### src/rtl/pin_irq_cond.sv
module pin_irq_cond (
  input  logic       clk,
  input  logic       rst_n,
  input  logic       ev_valid,
  input  logic [2:0] ev_pin,
  input  logic       ev_level,
  input  logic       mck_ack,
  output logic [3:0] pend,
  output logic       irq_any,
  output logic       halt,
  output logic       mck_req,
  output logic       hrst_req,
  output logic [5:0] pin_lvl
);
  localparam int P_EXT = 0;
  localparam int P_SMI = 1;
  localparam int P_MCK = 2;
  localparam int P_CKS = 3;
  localparam int P_HRS = 4;
  localparam int P_SRS = 5;

  logic [5:0] sel, hit;
  logic       mck_set;
  logic [3:0] pend_d;

  assign sel     = ev_valid ? (6'b000001 << ev_pin) : 6'b0;
  assign hit     = sel & (pin_lvl ^ {6{ev_level}});
  assign mck_set = hit[P_MCK] & ~ev_level;

  assign pend_d[0] = hit[P_EXT] ? ev_level : pend[0];
  assign pend_d[1] = hit[P_SMI] ? ev_level : pend[1];
  assign pend_d[2] = mck_set | (pend[2] & ~mck_ack);
  assign pend_d[3] = hit[P_SRS] ? ev_level : pend[3];

  assign irq_any = |pend;

  always_ff @(posedge clk or negedge rst_n) begin
    if (!rst_n) begin
      pin_lvl  <= '0;
      pend     <= '0;
      halt     <= 1'b0;
      mck_req  <= 1'b0;
      hrst_req <= 1'b0;
    end else begin
      pin_lvl  <= pin_lvl ^ hit;
      pend     <= pend_d;
      halt     <= hit[P_CKS] ? ev_level : halt;
      mck_req  <= mck_set;
      hrst_req <= hit[P_HRS] & ev_level;
    end
  end
endmodule

### config.mk
export PLATFORM = sky130hd
export DESIGN_NAME = pin_irq_cond
export DESIGN_NICKNAME = d
export VERILOG_FILES = /design/src/rtl/pin_irq_cond.sv
export SDC_FILE = /design/constraint.sdc
export NUM_CORES = 1
export LEC_CHECK = 0
export ABC_AREA = 1
export BUFFER_PORTS_ARGS = -buffer_cell sky130_fd_sc_hd__clkbuf_2
export CAP_MARGIN = 15
export CELL_PAD_IN_SITES_DETAIL_PLACEMENT = 1
export CELL_PAD_IN_SITES_GLOBAL_PLACEMENT = 2
export CORE_MARGIN = 5
export CORE_UTILIZATION = 23
export CTS_CLUSTER_SIZE = 14
export DETAILED_ROUTE_END_ITERATION = 8
export PLACE_DENSITY_LB_ADDON = 0.1
export SYNTH_ARGS = -nofsm -noshare
export SYNTH_HDL_FRONTEND = slang
export SYNTH_SLANG_ARGS = --single-unit
### constraint.sdc
create_clock -name clk -period 0.9 [get_ports clk]
set_clock_uncertainty 0.2 [all_clocks]
set_input_delay 0.09 -clock clk [delete_from_list [all_inputs] [get_ports clk]]
set_output_delay 0.09 -clock clk [all_outputs]
set_load 0.005 [all_outputs]
==> run_results.csv <==
group,metric,value,unit
run_status,violations,"hold timing, setup timing",
timing,hold_slack,-0.1294,ns
synthesis,yosys_warnings,0,
worst_hold_path,hp-class,"in -> reg",
routing,post_drt_via_cell_ratio,4.299,
layout,final_cell_mix,"nand2_1, clkbuf_2, dfrtp_1",
placement,gp_congestion,0.6754,
clock_tree,cts_buffers,3,
placement,pre_cts_slack,-0.09386,ns
timing,final_hold_viol_count,7,
layout,layout-drive-gt1-share,50.79,%
power_and_ir_drop,pwr-share-seq,40.3,%
placement,dp_hpwl,1374,um
global_route,antenna_found_initial,0,
run_status,outcome,"finished, violations left",
floorplan,die_x,62.67,um
critical_path,worstPathMaxFanout,2,
floorplan,core_area,2710,um2
global_route,grt_pass1_wl,3456,um
synthesis,ys_types,15,
flow_run,maxCapViolations,0,
timing,post-route-period-util,137.2,%
clock_tree,cts.sinks,13,
routing,dr.pass1.iters,4,
critical_path,cp_cell_sequence,"inv_2 -> nand4_1 -> clkbuf_2",
timing,drv_slew,0,
synthesis,syn-num-nets,92,
critical_path,r2r_slack,-0.29,ns
critical_path,timing.rr.end,"pend[2]",
routing,drc,0,
layout,nets,135,
layout,syn2layout_area_growth,59.02,%
power_and_ir_drop,power.switching,0.0006157,W
clock_tree,cts_max_level,1,
worst_hold_path,holdPathStages,3,
critical_path,required,0.61,ns
timing,tightest_slew,0.3554,ns
global_route,grt_use_total,11.41,%
timing,rsz0062_at_grt,"true",
timing,period_needed,1.235,ns
power_and_ir_drop,p_leak,0.5717,nW
synthesis,synthCells,84,
clock_tree,cts_tree,"built",
worst_hold_path,worstHoldStart,"mck_ack",
floorplan,die_h,62.67,um
clock_tree,cts_buffer_depth,2,
critical_path,rr_worst_depth,5,
timing,setup_viol,26,
placement,portBuffers,21,
power_and_ir_drop,pwr-share-comb,39.6,%
worst_hold_path,holdPathEnd,"pend[2]",
clock_tree,insertion_delay,0.28,ns
routing,drt_iter0_drc,14,
global_route,grt_max_degree,14,
critical_path,worstReg2RegStart,"pend[2]",
timing,max_freq,809.7,MHz
global_route,grt_pass1_vias,716,
routing,routed_wirelength,1873,um
clock_tree,path_clk_slew,0.09,ns
clock_tree,holdBufCountCts,1,
synthesis,synth-seq-area-share,50.98,%
power_and_ir_drop,power_density,1877,nW/um2
critical_path,crit_start,"pend[2]",
synthesis,ys_ff_latch,13,
synthesis,avgSynthCellArea,7.597,um2
power_and_ir_drop,internal-power,0.001289,W
layout,fillCellCount,349,
power_and_ir_drop,p_clk_share,20.1,%
power_and_ir_drop,sw_frac_of_total,32.33,%
critical_path,slowest_stage,"dfrtp_1",
global_route,grt_overflow,0,
power_and_ir_drop,ir_drop,0.9043,mV
critical_path,start_kind,"flop",
critical_path,crit_buf_inv,2,
clock_tree,cts-root-buf,"clkbuf_4",
critical_path,cp_slowest_stage_delay,0.41,ns
floorplan,die_area,3928,um2
critical_path,cp_top_family,"flip-flops",
routing,wire_per_inst,11.93,um
synthesis,synth_area,638.1,um2
critical_path,endpoint_kind,"output pin",
critical_path,arrival,0.94,ns
floorplan,start_util,23.55,%
timing,relSlewSlack,76.31,%
layout,final_common_cell,"nand2_1",
layout,n_antenna_cell,0,
floorplan,io_pins,22,
floorplan,rows,19,
routing,num_vias,675,
routing,drtAntennaViolNets,0,
timing,timing.final.ws_setup,-0.3350,ns
critical_path,critical_path_class,"reg -> out",
## power groups by stage
stage	clock network (W)	logic [W]	registers, W
detailed placement	0	0.000481	0.000780
global route	0.000440	0.000848	0.000784
finish	0.000383	0.000755	0.000766
global placement	0	0.000477	0.000775
CTS	0.000402	0.000680	0.000758
floorplan	0	0.000187	0.000790
## worst register-to-register path, stage by stage (launching register included)
cell and delay, ns:
dfrtp_1 0.38, inv_2 0.04, buf_4 0.12, buf_4 0.12
or2_4 0.22, nand2_1 0.06
## worst max-delay path by stage
stage          endpoint  slack, ns  cells past startpoint
2_1_floorplan      halt      -0.01                      4
3_3_place_gp       flop      -0.08                      6
3_5_place_dp    pend[2]      -0.09                      6
4_1_cts         irq_any      -0.34                      3
5_1_grt         irq_any      -0.40                      3
6_report        irq_any      -0.33                      3
## metal layers
metal / GRT usage [%] / part of all wire [%] / up-vias
met5: 0 / 0 / -
met4: 5.570 / 1.1 / 0
met3: 4.496 / 5.9 / 2
met2: 16.97 / 43 / 16
met1: 14.27 / 50 / 315
li1: - / - / 342
## cell usage after synthesis
master	number	area share [%]
nor2_4	1	1.8
inv_2	2	1.2
nand2_1	28	16
buf_6	1	1.8
o21ai_1	3	2.4
nand2_2	1	0.98
nor2_1	6	3.5
nand4_1	1	0.98
nor2_2	2	2.0
nand3_1	6	4.7
a21oi_1	3	2.4
dfrtp_1	13	51
inv_1	13	7.6
o21ai_0	3	2.4
or2_2	1	0.98
## kinds of logic (layout without fill, tap and decap cells)
family	Yosys count	in the layout	synth area share, %
AOI/OAI and AO/OA	9	9	7.057
buffers and inverters	16	58	10.59
DFF	13	13	50.98
and+or+nand+nor	46	46	31.37
## cell type report
type / instances / area, um2 / share of cell area, %
well taps: 31 / 38.79 / 3.822
clock buffers: 4 / 26.28 / 2.589
repair buffers: 39 / 272.8 / 26.88
inverters: 15 / 56.30 / 5.549
multi-input cells: 55 / 295.3 / 29.10
flip-flops and latches: 13 / 325.3 / 32.06
## what timing repair did
action,in CTS,in global routing
setup buffers,11,2
gates resized for setup,9,19
pin swaps,4,7
setup endpoints to repair,19,27
endpoints found under the hold margin,23,4
## stage by stage
step           std cells  setup TNS (ns)  util (%)  area (um2)   power, W
6_report             157          -4.080     37.44        1015   0.001904
5_1_grt              157          -5.397     37.44        1015   0.002073
4_1_cts              156          -4.296     35.00       948.4   0.001840
3_5_place_dp         140         -0.8494     29.92       810.8   0.001262
3_3_place_gp         140         -0.6814     29.92       810.8   0.001252
2_1_floorplan         84        -0.02779         -       640.6  0.0009766
No activity file was read; power rests on OpenSTA's default activity.
